===== config.mk =====
export PLATFORM = sky130hd
export DESIGN_NAME = acc_move_unit
export DESIGN_NICKNAME = d
export VERILOG_FILES = /design/src/rtl/amu_pkg.sv /design/src/rtl/amu_ctrl.sv /design/src/rtl/amu_regfile.sv /design/src/rtl/acc_move_unit.sv
export SDC_FILE = /design/constraint.sdc
export NUM_CORES = 1
export LEC_CHECK = 0
export ABC_CLOCK_PERIOD_IN_PS = 3300
export BUFFER_PORTS_ARGS = -buffer_cell sky130_fd_sc_hd__buf_2
export CORE_MARGIN = 2
export CORE_UTILIZATION = 35
export DETAILED_ROUTE_END_ITERATION = 8
export PLACE_DENSITY = 0.55
export SETUP_SLACK_MARGIN = 0.4
export SYNTH_ARGS = -nofsm -noshare
export SYNTH_HDL_FRONTEND = slang
export SYNTH_SLANG_ARGS = --single-unit
export TNS_END_PERCENT = 100

===== constraint.sdc =====
create_clock -name clk -period 3.3 [get_ports clk]
set_clock_uncertainty 0.05 [all_clocks]
set_input_delay 0.165 -clock clk [delete_from_list [all_inputs] [get_ports clk]]
set_output_delay 0.165 -clock clk [all_outputs]
set_load 0.1 [all_outputs]

===== src/rtl/amu_pkg.sv =====
package amu_pkg;

  typedef enum logic [2:0] {
    OP_CLR   = 3'd0,
    OP_LOAD  = 3'd1,
    OP_STORE = 3'd2,
    OP_XFER  = 3'd3,
    OP_EXCH  = 3'd4,
    OP_PUSH  = 3'd5,
    OP_PULL  = 3'd6,
    OP_NOP   = 3'd7
  } op_e;

  typedef struct packed {
    logic n;
    logic z;
    logic v;
    logic c;
  } flags_t;

  typedef enum logic [2:0] {
    ST_IDLE,
    ST_WR1,
    ST_WR2,
    ST_RD1,
    ST_RD2,
    ST_RCAP
  } seq_e;

  function automatic logic op_writes(op_e op, logic [1:0] sel);
    return (op == OP_STORE) || (op == OP_PUSH) || (op == OP_CLR && sel[1]);
  endfunction

  function automatic logic op_reads(op_e op);
    return (op == OP_LOAD) || (op == OP_PULL);
  endfunction

  function automatic logic op_wide(op_e op, logic [1:0] sel);
    return ((op == OP_LOAD) || (op == OP_STORE)) && sel[1];
  endfunction

endpackage


===== src/rtl/amu_ctrl.sv =====
module amu_ctrl
  import amu_pkg::*;
#(
  parameter int AW = 16,
  parameter int BW = 8
) (
  input  logic          clk,
  input  logic          rst,
  input  logic          req_valid,
  input  op_e           req_op,
  input  logic [1:0]    req_sel,
  input  logic [AW-1:0] req_addr,
  input  logic [BW-1:0] acc_a,
  input  logic [BW-1:0] acc_b,
  input  logic [AW-1:0] sp,
  output logic          req_ready,
  output logic          fire,
  output op_e           cur_op,
  output logic [1:0]    cur_sel,
  output logic [AW-1:0] mem_addr,
  output logic          mem_we,
  output logic          mem_re,
  output logic [BW-1:0] mem_wdata,
  output logic          cap_hi,
  output logic          cap_fin,
  output logic          sp_dec,
  output logic          done
);

  seq_e          state_q;
  logic [BW-1:0] first_byte;

  assign req_ready = (state_q == ST_IDLE);
  assign fire      = req_valid && req_ready;
  assign cap_hi    = (state_q == ST_RD2);
  assign cap_fin   = (state_q == ST_RCAP);
  assign sp_dec    = (state_q == ST_WR1) && (cur_op == OP_PUSH);

  // first byte to write: zero for a clear, B only when sel picks B alone
  always_comb begin
    if (req_op == OP_CLR)
      first_byte = '0;
    else if (req_sel == 2'b01)
      first_byte = acc_b;
    else
      first_byte = acc_a;
  end

  always_ff @(posedge clk) begin
    if (rst) begin
      state_q   <= ST_IDLE;
      cur_op    <= OP_NOP;
      cur_sel   <= '0;
      mem_addr  <= '0;
      mem_we    <= 1'b0;
      mem_re    <= 1'b0;
      mem_wdata <= '0;
      done      <= 1'b0;
    end else begin
      done <= 1'b0;
      case (state_q)
        ST_IDLE: begin
          if (fire) begin
            cur_op  <= req_op;
            cur_sel <= req_sel;
            if (op_writes(req_op, req_sel)) begin
              mem_we    <= 1'b1;
              mem_addr  <= (req_op == OP_PUSH) ? sp : req_addr;
              mem_wdata <= first_byte;
              state_q   <= ST_WR1;
            end else if (op_reads(req_op)) begin
              mem_re   <= 1'b1;
              mem_addr <= (req_op == OP_PULL) ? sp + AW'(1) : req_addr;
              state_q  <= ST_RD1;
            end else begin
              done <= 1'b1;
            end
          end
        end
        ST_WR1: begin
          if (op_wide(cur_op, cur_sel)) begin
            mem_addr  <= mem_addr + AW'(1);
            mem_wdata <= acc_b;
            state_q   <= ST_WR2;
          end else begin
            mem_we  <= 1'b0;
            done    <= 1'b1;
            state_q <= ST_IDLE;
          end
        end
        ST_WR2: begin
          mem_we  <= 1'b0;
          done    <= 1'b1;
          state_q <= ST_IDLE;
        end
        ST_RD1: begin
          if (op_wide(cur_op, cur_sel)) begin
            mem_addr <= mem_addr + AW'(1);
            state_q  <= ST_RD2;
          end else begin
            mem_re  <= 1'b0;
            state_q <= ST_RCAP;
          end
        end
        ST_RD2: begin
          mem_re  <= 1'b0;
          state_q <= ST_RCAP;
        end
        ST_RCAP: begin
          done    <= 1'b1;
          state_q <= ST_IDLE;
        end
        default: state_q <= ST_IDLE;
      endcase
    end
  end

endmodule


===== src/rtl/amu_regfile.sv =====
module amu_regfile
  import amu_pkg::*;
#(
  parameter int            AW      = 16,
  parameter int            BW      = 8,
  parameter logic [AW-1:0] SP_INIT = 'hFF
) (
  input  logic            clk,
  input  logic            rst,
  input  logic            fire,
  input  op_e             req_op,
  input  logic [1:0]      req_sel,
  input  op_e             cur_op,
  input  logic [1:0]      cur_sel,
  input  logic            cap_hi,
  input  logic            cap_fin,
  input  logic            sp_dec,
  input  logic [BW-1:0]   mem_rdata,
  output logic [BW-1:0]   acc_a,
  output logic [BW-1:0]   acc_b,
  output logic [2*BW-1:0] idx_x,
  output logic [2*BW-1:0] idx_y,
  output logic [AW-1:0]   sp,
  output flags_t          flags
);

  localparam int IW     = 2 * BW;
  localparam int NUM_IX = 2;

  logic [IW-1:0] idx_q [NUM_IX];
  logic [IW-1:0] d_pair;
  logic [BW-1:0] st_byte;
  logic          st_n;
  logic          st_z;

  assign d_pair  = {acc_a, acc_b};
  assign st_byte = (req_sel == 2'b01) ? acc_b : acc_a;
  assign st_n    = req_sel[1] ? acc_a[BW-1] : st_byte[BW-1];
  assign st_z    = req_sel[1] ? (d_pair == '0) : (st_byte == '0);

  // index registers: one slot per exchange target
  for (genvar gi = 0; gi < NUM_IX; gi++) begin : g_idx
    always_ff @(posedge clk) begin
      if (rst)
        idx_q[gi] <= '0;
      else if (fire && req_op == OP_EXCH && int'(req_sel[0]) == gi)
        idx_q[gi] <= d_pair;
    end
  end

  assign idx_x = idx_q[0];
  assign idx_y = idx_q[1];

  always_ff @(posedge clk) begin
    if (rst) begin
      acc_a <= '0;
      acc_b <= '0;
      sp    <= SP_INIT;
      flags <= '0;
    end else begin
      if (fire) begin
        case (req_op)
          OP_CLR: begin
            if (!req_sel[1]) begin
              if (req_sel[0]) acc_b <= '0;
              else            acc_a <= '0;
            end
            flags <= '{n: 1'b0, z: 1'b1, v: 1'b0, c: 1'b0};
          end
          OP_STORE: begin
            flags.n <= st_n;
            flags.z <= st_z;
            flags.v <= 1'b0;
          end
          OP_XFER: begin
            case (req_sel)
              2'd0: begin
                acc_b   <= acc_a;
                flags.n <= acc_a[BW-1];
                flags.z <= (acc_a == '0);
                flags.v <= 1'b0;
              end
              2'd1: begin
                acc_a   <= acc_b;
                flags.n <= acc_b[BW-1];
                flags.z <= (acc_b == '0);
                flags.v <= 1'b0;
              end
              2'd2: flags <= flags_t'(acc_a[3:0]);
              default: acc_a <= {{(BW-4){1'b0}}, flags};
            endcase
          end
          OP_EXCH: {acc_a, acc_b} <= idx_q[req_sel[0]];
          OP_PULL: sp <= sp + AW'(1);
          default: ;
        endcase
      end

      if (sp_dec)
        sp <= sp - AW'(1);

      if (cap_hi)
        acc_a <= mem_rdata;

      if (cap_fin) begin
        if (cur_op == OP_LOAD) begin
          if (cur_sel[1]) begin
            acc_b   <= mem_rdata;
            flags.n <= acc_a[BW-1];
            flags.z <= ({acc_a, mem_rdata} == '0);
          end else begin
            if (cur_sel[0]) acc_b <= mem_rdata;
            else            acc_a <= mem_rdata;
            flags.n <= mem_rdata[BW-1];
            flags.z <= (mem_rdata == '0);
          end
          flags.v <= 1'b0;
        end else begin
          if (cur_sel[0]) acc_b <= mem_rdata;
          else            acc_a <= mem_rdata;
        end
      end
    end
  end

endmodule


===== src/rtl/acc_move_unit.sv =====
module acc_move_unit
  import amu_pkg::*;
#(
  parameter int            AW      = 16,
  parameter int            BW      = 8,
  parameter logic [AW-1:0] SP_INIT = 'hFF
) (
  input  logic            clk,
  input  logic            rst,
  input  logic            req_valid,
  input  logic [2:0]      req_op,
  input  logic [1:0]      req_sel,
  input  logic [AW-1:0]   req_addr,
  output logic            req_ready,
  output logic            done,
  output logic [AW-1:0]   mem_addr,
  output logic            mem_we,
  output logic            mem_re,
  output logic [BW-1:0]   mem_wdata,
  input  logic [BW-1:0]   mem_rdata,
  output logic [BW-1:0]   acc_a,
  output logic [BW-1:0]   acc_b,
  output logic [2*BW-1:0] idx_x,
  output logic [2*BW-1:0] idx_y,
  output logic [AW-1:0]   sp,
  output logic [3:0]      ccr
);

  op_e        op_w;
  op_e        cur_op_w;
  logic [1:0] cur_sel_w;
  logic       fire_w;
  logic       cap_hi_w;
  logic       cap_fin_w;
  logic       sp_dec_w;
  flags_t     flags_w;

  assign op_w = op_e'(req_op);
  assign ccr  = flags_w;

  amu_ctrl #(.AW(AW), .BW(BW)) u_ctrl (
    .clk       (clk),
    .rst       (rst),
    .req_valid (req_valid),
    .req_op    (op_w),
    .req_sel   (req_sel),
    .req_addr  (req_addr),
    .acc_a     (acc_a),
    .acc_b     (acc_b),
    .sp        (sp),
    .req_ready (req_ready),
    .fire      (fire_w),
    .cur_op    (cur_op_w),
    .cur_sel   (cur_sel_w),
    .mem_addr  (mem_addr),
    .mem_we    (mem_we),
    .mem_re    (mem_re),
    .mem_wdata (mem_wdata),
    .cap_hi    (cap_hi_w),
    .cap_fin   (cap_fin_w),
    .sp_dec    (sp_dec_w),
    .done      (done)
  );

  amu_regfile #(.AW(AW), .BW(BW), .SP_INIT(SP_INIT)) u_regs (
    .clk       (clk),
    .rst       (rst),
    .fire      (fire_w),
    .req_op    (op_w),
    .req_sel   (req_sel),
    .cur_op    (cur_op_w),
    .cur_sel   (cur_sel_w),
    .cap_hi    (cap_hi_w),
    .cap_fin   (cap_fin_w),
    .sp_dec    (sp_dec_w),
    .mem_rdata (mem_rdata),
    .acc_a     (acc_a),
    .acc_b     (acc_b),
    .idx_x     (idx_x),
    .idx_y     (idx_y),
    .sp        (sp),
    .flags     (flags_w)
  );

endmodule


==> summary.txt, run 1 <==
status: complete, no violations
DP HPWL: 15200 µm
reg2reg end: u_regs.sp[15]
most frequent cell after synthesis: nor2_1
Antenna Violating Nets Remaining: 0
WS Path Type: flop to flop
share of cells above drive strength 1: 21.7%
Initial Util: 36.0%
fin crit share: 81.0%
largest area contributor in the netlist: dfxtp_1
gr usage total: 22.8%
Skew-Pair Late Insertion Delay: 0.37 ns
Setup TNS Final: 0 ns
hold path start: mem_rdata[1]
first-pass GRT wire length: 33100 µm
number of remaining DRC errors: 0
syn avg cell area: 8.23 µm²
clock share of power: 26.1%
Overflow after GRT: 0
Hold Crit Endpoint: u_regs.acc_b[1]
R2R Setup Slk: 0.63 ns
final core utilization: 42.6%
Num CTS Buffers: 9
dpl cells: 1075
Slew HR: 49.5%
die area: 18900 µm²
clk sink count: 103
ys async rst share: 0%
clk root buf: clkbuf_16
RSZ-0062 raised after global routing: false
clk slew on worst S/H paths: 0.08 ns
clock buffer depth: 2
max-slew violations: 0
synthesized instance count: 759
required time of the critical path: 3.48 ns
Gate power share: 35.6%
Post-synth EDFFs: 32
FP Rows: 48
vias per cell: 5.83
crit end category: flop
Final #Nets: 896
sequential share of the synthesized area: 38.2%
Routability Congestion: 0.877
worst slew pin tran: 0.752 ns
Synth Cell Area: 6240 µm²
Yosys warnings: 0
Initial DRT Pass Iterations: 6
Hold-fix buffers, CTS: 0
area growth from synthesis to layout: 18.4%
Peak VDD IR: 0.491 mV
Max Freq: 0.374 GHz
TritonCTS clock tree: done
Main synth FF type: dfxtp_1
library cells used by synthesis: 73
Worst Hold Path Cells: 3
fin crit period: 2.67 ns
critical path arrival: 2.85 ns
Switching Share: 44.1%
# IOs: 128
vias in the first global route: 5888
Pwr Density: 538 nW/µm²
flops & latches, synth: 103
total core area: 17400 µm²
Worst R2R Path Depth: 6
WL final: 21300 µm
pin count of the biggest net entering global routing: 55
DRT iter0 DRCs: 528
initial antenna violation count: 0
die width: 138 µm
count of final hold-check violations: 0
LEAKAGE: 2.89 nW
WL per Instance: 19.5 µm
reg-to-reg startpoint: u_ctrl.state_q[0]
top cells by area, synth: dfxtp_1, edfxtp_1, nor2_1
Hold Crit Class: input pin to flop
IO buf count: 127
setup violators final: 0
CP Launch Type: flop
Max-Cap Viols: 0
most frequent cells after synthesis: nor2_1, dfxtp_1, clkbuf_1
post-synth top area share: 22.8%
Switch Pwr: 1.75 mW
Max FO, Critical Path: 15
part of the power in registers: 38.3%
routed vias: 6363
Syn Nets: 794
P_int: 2.22 mW
chip height: 138 µm
CTS H-tree lvls: 3
Non-Filler Instances: 1092
-- worst max path at each step --
stage	from	end	slack, ns
detailed placement	u_ctrl.state_q[1]	u_ctrl.mem_addr[13]	0.59
global route	u_ctrl.state_q[0]	u_regs.sp[15]	0.41
global placement	u_ctrl.state_q[1]	u_ctrl.mem_addr[13]	0.66
CTS	u_ctrl.state_q[1]	u_ctrl.mem_addr[13]	0.60
floorplan	u_ctrl.state_q[1]	u_ctrl.done	0.49
finish	u_ctrl.state_q[0]	u_regs.sp[15]	0.63
-- per-stage QoR --
step                      power [mW]  instance area, µm²  setup slack [ns]  hold WS, ns
after floorplan                 2.66                6240             0.492        0.286
after global placement          2.97                7110             0.662        0.398
after detailed placement        2.97                7110             0.592        0.405
after CTS                       4.00                7390             0.601       0.0529
after global routing            4.16                7390             0.414       0.0703
final                           3.98                7390             0.626       0.0663
-- kinds of logic after synthesis --
| kind of cell | Yosys count | synth area share (%) |
|---|---|---|
| buffers and inverters | 75 | 4.73 |
| AOI/OAI and AO/OA | 219 | 23.7 |
| and+or+nand+nor | 326 | 27.5 |
| xor gates and xnor gates | 13 | 1.82 |
| adders and majority gates | 3 | 0.601 |
| DFF | 103 | 38.2 |
| muxes | 20 | 3.49 |
-- state kept, by name (all words and copies together), names as in the netlist --
register          count
u_ctrl.cur_sel        2
u_ctrl.mem_wdata      8
u_ctrl.state_q        3
u_ctrl.cur_op         3
u_ctrl.mem_we         1
u_regs.sp            16
u_regs.acc_b          8
u_regs.acc_a          8
u_regs.idx_q         32
u_ctrl.mem_re         1
u_regs.flags          4
u_ctrl.done           1
u_ctrl.mem_addr      16
-- cell type report --
| cell class | count | area, µm² |
|---|---|---|
| Tap cell | 225 | 282 |
| Clock inverter | 6 | 46.3 |
| Inverter | 16 | 60.1 |
| Antenna cell | 1 | 2.50 |
| Sequential cell | 103 | 2380 |
| Timing Repair Buffer | 150 | 808 |
| Multi-Input combinational cell | 581 | 3580 |
| Fill cell | 1810 | 9970 |
| Clock buffer | 10 | 229 |
-- routing by layer --
metal	global-route usage, %	vias up	routed length [µm]
li1	-	3051	-
met1	29.4	3010	9140
met2	38.3	263	10200
met3	4.64	39	1480
met4	7.04	0	531
met5	0	-	0
-- worst max-delay path, cell delays in order, from the launching register on --
cell	delay (ns)
dfxtp_1	0.59
and4bb_2	0.36
nand2_1	0.25
or4b_2	0.75
o41ai_1	0.32
xnor2_1	0.16
nor2_1	0.05
-- cell usage in the layout (no fill, tap or decap), types with 24 or more instances in the layout --
cell type	synthesis	routed
buf_2	8	127
nor2_1	92	92
dfxtp_1	71	70
a21oi_1	44	44
nand2_1	41	41
o21ai_0	40	40
and2_1	36	36
nor3_1	32	32
edfxtp_1	32	32
nand3_1	29	29
a211oi_1	24	24
-- what timing repair did --
item | 4_1_cts | 5_1_grt
setup buffers | 0 | 0
resized for setup | 0 | 1
setup endpoints to repair | 0 | 1
-- power groups by stage --
stage | combinational, mW | sequential [mW] | clock, mW
after detailed placement | 1.41 | 1.55 | 0
after global routing | 1.50 | 1.54 | 1.11
after CTS | 1.42 | 1.52 | 1.06
final | 1.42 | 1.53 | 1.04
after floorplan | 0.501 | 2.16 | 0
after global placement | 1.41 | 1.55 | 0
Note: power is estimated with default switching activity, not from simulation.
==> inputs of run 2 (changes only) <==
- ABC_CLOCK_PERIOD_IN_PS: 3300 -> 2400
- PLACE_DENSITY: 0.55 -> 0.57
- clock period: 3.3 -> 2.4 ns (I/O delays scaled with it)
==> run 2 against run 1 <==
Total power rose by 47%. Critical path depth shrank 1. Combinational power grew 63%. Die area is the same. Global-route usage up 1.3 points. Sequential share of layout area down 3.2 points. Worst hold slack worse by 0.046 ns. Routed wire length grew 8.5%. Critical endpoint is now u_regs.idx_q[0][0]. Highest routed layer unchanged.
==> summary.txt, run 2 (synthesized netlist as in run 1, its figures left out) <==
Max FO, Critical Path: 16 (+1)
commonest non-fill, non-tap cell in the layout: buf_2
DRT met1 WL: 9890 µm (+8.3%)
WS Path Type: flop to flop
count of final hold-check violations: 0 (unchanged)
critical path arrival: 2.10 ns (-0.75 ns)
fin crit share: 87.7% (+6.7 points)
DP HPWL: 16100 µm (+5.9%)
RSZ-0062 raised after global routing: true
setup ws final: 0.295 ns (-0.331 ns)
area growth from synthesis to layout: 34.4%
number of remaining DRC errors: 0 (unchanged)
Max Freq: 0.475 GHz (+27%)
Pwr Density: 697 nW/µm² (+29%)
total core area: 17400 µm² (unchanged)
vias per cell: 5.86 (+0.56%)
dpl cells: 1112 (+3.4%)
FP Rows: 48 (unchanged)
clk slew on worst S/H paths: 0.08 ns (about the same)
clk root buf: clkbuf_16
vias in the first global route: 6281 (+6.7%)
TritonCTS clock tree: done
pin count of the biggest net entering global routing: 32 (-42%)
chip height: 138 µm (unchanged)
CP Launch Type: flop
setup violators final: 0 (unchanged)
hold path start: mem_rdata[4]
Reg with most FFs: u_regs.idx_q
clk sink count: 103 (unchanged)
DP Area: 7520 µm² (+5.8%)
WL final: 23100 µm (+8.5%)
IO buf count: 127 (unchanged)
Slew HR: 61.3% (+12 points)
CP Launch Point: u_ctrl.state_q[2]
design area: 8390 µm² (+14%)
clock buffer depth: 2 (unchanged)
DRT iter0 DRCs: 602 (+14%)
# IOs: 128 (unchanged)
antenna cells: 0 (-1)
max-slew violations: 0 (unchanged)
Overflow after GRT: 0 (unchanged)
first-pass GRT wire length: 35100 µm (+5.8%)
fin crit period: 2.10 ns (-0.569 ns)
crit end category: flop
WL per Instance: 20.0 µm (+2.2%)
share of cells above drive strength 1: 35.7% (+14 points)
reg-to-reg startpoint: u_ctrl.state_q[2]
Peak VDD IR: 0.514 mV (+4.7%)
Final #Nets: 964 (+7.6%)
Initial Util: 36.0% (unchanged)
commonest cells after routing, fill and taps aside: buf_2, nor2_1, buf_4, dfxtp_1, a21oi_1
die area: 18900 µm² (unchanged)
final core utilization: 48.3% (+5.8 points)
LEAKAGE: 3.37 nW (+17%)
Antenna Violating Nets Remaining: 0 (unchanged)
Num CTS Buffers: 9 (unchanged)
setup slack at placement: 0.160 ns (-0.432 ns)
Setup TNS Final: 0 ns (unchanged)
required time of the critical path: 2.39 ns (-1.09 ns)
Routability Congestion: 0.878 (about the same)
metal2 WL: 11000 µm (+8.4%)
gr usage total: 24.1% (+1.3 points)
Max-Cap Viols: 0 (unchanged)
top flop regs: u_regs.idx_q: 32 flops, u_ctrl.mem_addr: 16 flops, u_regs.sp: 16 flops
Skew-Pair Late Insertion Delay: 0.36 ns (about the same)
CTS H-tree lvls: 3 (unchanged)
Hold Crit Class: input pin to flop
worst slew pin tran: 0.580 ns (-0.172 ns)
initial antenna violation count: 0 (unchanged)
routed vias: 6791 (+6.7%)
Initial DRT Pass Iterations: 5 (-1)
status: complete, no violations
flip-flop count of the largest register after layout: 32 (unchanged)
met3 WL: 1560 µm (+5.7%)
Top Metal Used: met4
Non-Filler Instances: 1159 (+6.1%)
die width: 138 µm (unchanged)
run 2: changes by cell type in the layout (fill, tap and decap cells not counted), moves of 4 or more:
cell     before  now
dfxtp_2       1   15
buf_6         0   14
a22oi_2       0    4
dfxtp_4       0    9
dfxtp_1      70   47
nor3_2        0    4
nor3_1       32   27
nand2_1      41   37
a22oi_1      23   19
buf_4        23   74
nor2_1       92   87
run 2: metal layers:
layer | track usage, % | vias to the layer above
met2 | 40.9 | 317
met3 | 3.42 | 44
met1 | 31.6 | 3241
met4 | 7.33 | 0
li1 | - | 3189
met5 | 0 | -
run 2: layout make-up:
type / instances / area [µm²]
Sequential cell: 103 / 2430
Fill cell: 1715 / 8970
Tap cell: 225 / 282
Multi-Input combinational cell: 581 / 3920
Clock buffer: 9 / 225
Inverter: 16 / 66.3
Clock inverter: 7 / 61.3
Timing Repair Buffer: 218 / 1400
run 2: report_power, final:
| group | switching (mW) | total (mW) | internal [mW] |
|---|---|---|---|
| clock | 0.731 | 1.46 | 0.728 |
| sequential | 0.150 | 2.08 | 1.93 |
| combinational | 1.68 | 2.31 | 0.629 |
| total | 2.56 | 5.84 | 3.29 |
run 2: final timing paths:
path,endpoint,slack [ns],cells after the start
setup / recovery,u_regs.idx_q[0][0],0.30,5
hold / removal,u_regs.acc_b[4],0.02,3
hold reg to reg,u_ctrl.cur_sel[0],0.40,2
setup reg to reg,u_regs.idx_q[0][0],0.30,5
run 2: worst max-delay path: stages, from the launching register on:
cell and delay, ns:
dfxtp_4 0.36, buf_6 0.14, or4b_4 0.56, buf_12 0.17
nor3_4 0.18, or2_4 0.32
run 2: what timing repair did:
item | CTS | global route
hold buffers | 0 | 0
gates cloned | 1 | 2
endpoints found under the setup margin | 75 | 104
buffers inserted | 20 | 8
pin swaps | 20 | 24
resized for setup | 37 | 49
run 2: stage by stage:
step / total power [mW] / hold slack [ns]
2_1_floorplan: 3.70 / 0.243
3_3_place_gp: 4.16 / 0.391
3_5_place_dp: 4.17 / 0.397
4_1_cts: 5.73 / 0.0150
5_1_grt: 6.07 / 0.0211
6_report: 5.84 / 0.0201
==> inputs of run 3 (changes only) <==
- RECOVER_POWER: unset -> 100
==> run 3 against run 2 <==
Clock power about the same. Global-route usage unchanged. Worst setup slack worse by 0.10 ns. Total power down 1.4%. Via count down 0.35%. Core utilization down 1.4 points. Worst hold slack better by 0.0038 ns. Combinational power down 3%. Routed wire length down 0.32%. First-iteration DRC count unchanged. Register-to-register slack worse by 0.10 ns. Sequential power about the same. Critical path type unchanged. Critical endpoint unchanged.
==> summary.txt, run 3 (synthesized netlist as in run 1, its figures left out) <==
Skew-Pair Late Insertion Delay: 0.36 ns (about the same)
critical path arrival: 2.20 ns (+0.10 ns)
CTS H-tree lvls: 3 (unchanged)
Multi-input gate area: 3840 µm² (-1.9%)
first-pass GRT wire length: 35100 µm (unchanged)
setup violators final: 0 (unchanged)
LEAKAGE: 2.96 nW (-12%)
CP Cell Sequence: buf_6 > or4b_1 > buf_12 > nor3_4 > or2_4
clock share of power: 25.2% (+0.2 points)
Fill cells: 1764 (+2.9%)
Pwr Density: 707 nW/µm² (+1.6%)
fin crit period: 2.20 ns (+0.100 ns)
FP Rows: 48 (unchanged)
top flop regs: u_regs.idx_q: 32 flops, u_ctrl.mem_addr: 16 flops, u_regs.sp: 16 flops
Fin Hold WS: 0.0238 ns (+0.00376 ns)
Initial DRT Pass Iterations: 7 (+2)
Gate power share: 38.6% (-0.9 points)
commonest non-fill, non-tap cell in the layout: clkbuf_1
count of final hold-check violations: 0 (unchanged)
initial antenna violation count: 0 (unchanged)
Crit-path slowest cell: or4b_1
Num CTS Buffers: 9 (unchanged)
Peak VDD IR: 0.505 mV (-1.7%)
Slew HR: 21.1% (-40 points)
vias in the first global route: 6281 (unchanged)
Switch Pwr: 2.54 mW (-0.50%)
clock buffer depth: 2 (unchanged)
die width: 138 µm (unchanged)
Max Freq: 0.454 GHz (-4.5%)
part of the power in registers: 36.2% (+0.6 points)
Antenna Violating Nets Remaining: 0 (unchanged)
fin crit share: 91.9% (+4.2 points)
Overflow after GRT: 0 (unchanged)
share of cells above drive strength 1: 22.8% (-13 points)
routed vias: 6767 (-0.35%)
sequential cell area: 2430 µm² (-0.21%)
antenna cells: 0 (unchanged)
Routability Congestion: 0.878 (unchanged)
Hold Crit Class: input pin to flop
TritonCTS clock tree: done
area growth from synthesis to layout: 30.5%
Switching Share: 44.2% (+0.40 points)
flip-flop count of the largest register after layout: 32 (unchanged)
number of remaining DRC errors: 0 (unchanged)
RSZ-0062 raised after global routing: true
clk slew on worst S/H paths: 0.08 ns (about the same)
# IOs: 128 (unchanged)
Power, Total: 5.76 mW (-1.4%)
vias per cell: 5.84 (-0.35%)
crit end category: flop
die area: 18900 µm² (unchanged)
P_int: 3.22 mW (-2.1%)
status: complete, no violations
max-slew violations: 0 (unchanged)
Max FO, Critical Path: 16 (unchanged)
IO buf count: 127 (unchanged)
Max-Cap Viols: 0 (unchanged)
clk root buf: clkbuf_16
DP HPWL: 16100 µm (unchanged)
chip height: 138 µm (unchanged)
pin count of the biggest net entering global routing: 32 (unchanged)
final core utilization: 46.9% (-1.4 points)
gr usage total: 24.1% (unchanged)
commonest cells after routing, fill and taps aside: clkbuf_1, nor2_1, buf_4, dfxtp_1, a21oi_1
DRT iter0 DRCs: 602 (unchanged)
WL final: 23100 µm (-0.32%)
required time of the critical path: 2.39 ns (about the same)
Reg with most FFs: u_regs.idx_q
total core area: 17400 µm² (unchanged)
worst slew pin tran: 1.19 ns (+0.609 ns)
Initial Util: 36.0% (unchanged)
Worst path max stage delay: 0.62 ns (+0.06 ns)
WS Path Type: flop to flop
CP Launch Type: flop
clk sink count: 103 (unchanged)
Final #Nets: 964 (unchanged)
WL per Instance: 19.9 µm (-0.32%)
==> run 3: cell types whose count changed in the layout (fill, tap and decap cells not counted), moves of 7 or more <==
cell,change
and2_0,+8
buf_2,-96
buf_4,-8
and2_1,-7
clkbuf_1,+104
==> run 3: worst paths after layout <==
kind | from | endpoint | slack [ns] | depth (start not counted)
worst min register to register | u_ctrl.cur_sel[0] | u_ctrl.cur_sel[0] | 0.40 | 2
worst max-delay path | u_ctrl.state_q[2] | u_regs.idx_q[0][0] | 0.20 | 5
worst max register to register | u_ctrl.state_q[2] | u_regs.idx_q[0][0] | 0.20 | 5
worst min-delay path | mem_rdata[2] | u_regs.acc_a[2] | 0.02 | 3
==> run 3: repair_timing <==
item,in CTS,in global routing
setup buffers,20,8
endpoints found under the setup margin,75,104
hold buffers,0,0
pin swaps,20,24
resized for setup,37,49
gates cloned,1,2
==> run 3: power groups by stage <==
stage / combinational, mW / sequential [mW] / clock (mW)
6_report: 2.23 / 2.08 / 1.45
5_1_grt: 2.35 / 2.10 / 1.54
4_1_cts: 2.17 / 2.08 / 1.48
3_5_place_dp: 2.05 / 2.11 / 0
3_3_place_gp: 2.05 / 2.11 / 0
2_1_floorplan: 0.727 / 2.97 / 0
==> run 3: cell type report <==
| cell class | instances | area share (%) |
|---|---|---|
| clock buffers | 9 | 2.76 |
| clock inverters | 7 | 0.753 |
| inverters | 16 | 0.814 |
| multi-input cells | 581 | 47.2 |
| flip-flops and latches | 103 | 29.8 |
| well taps | 225 | 3.46 |
| repair buffers | 218 | 15.2 |
==> run 3: worst max-delay path: cells and delay by family (launching register included) <==
family                 cells  cell delay, ns
buffers and inverters      2            0.34
flip-flops                 1            0.35
AND/OR/NAND/NOR            3            1.13
==> run 3: through the flow <==
step | worst slack, ns | std cells | instance area, µm² | TNS (ns)
final | 0.195 | 1159 | 8150 | 0
after global routing | 0.127 | 1159 | 8150 | 0
after CTS | 0.320 | 1149 | 8120 | 0
after detailed placement | 0.160 | 1112 | 7520 | 0
after global placement | 0.171 | 1112 | 7520 | 0
after floorplan | -0.290 | 759 | 6420 | -2.96
==> run 3: routing by layer <==
metal  routed length [µm]  up-vias  track usage, %
met2                11100      306            40.9
met1                 9710     3229            31.6
met4                  586        0            7.33
met3                 1620       42            3.42
li1                     -     3190               -
met5                    0        -               0
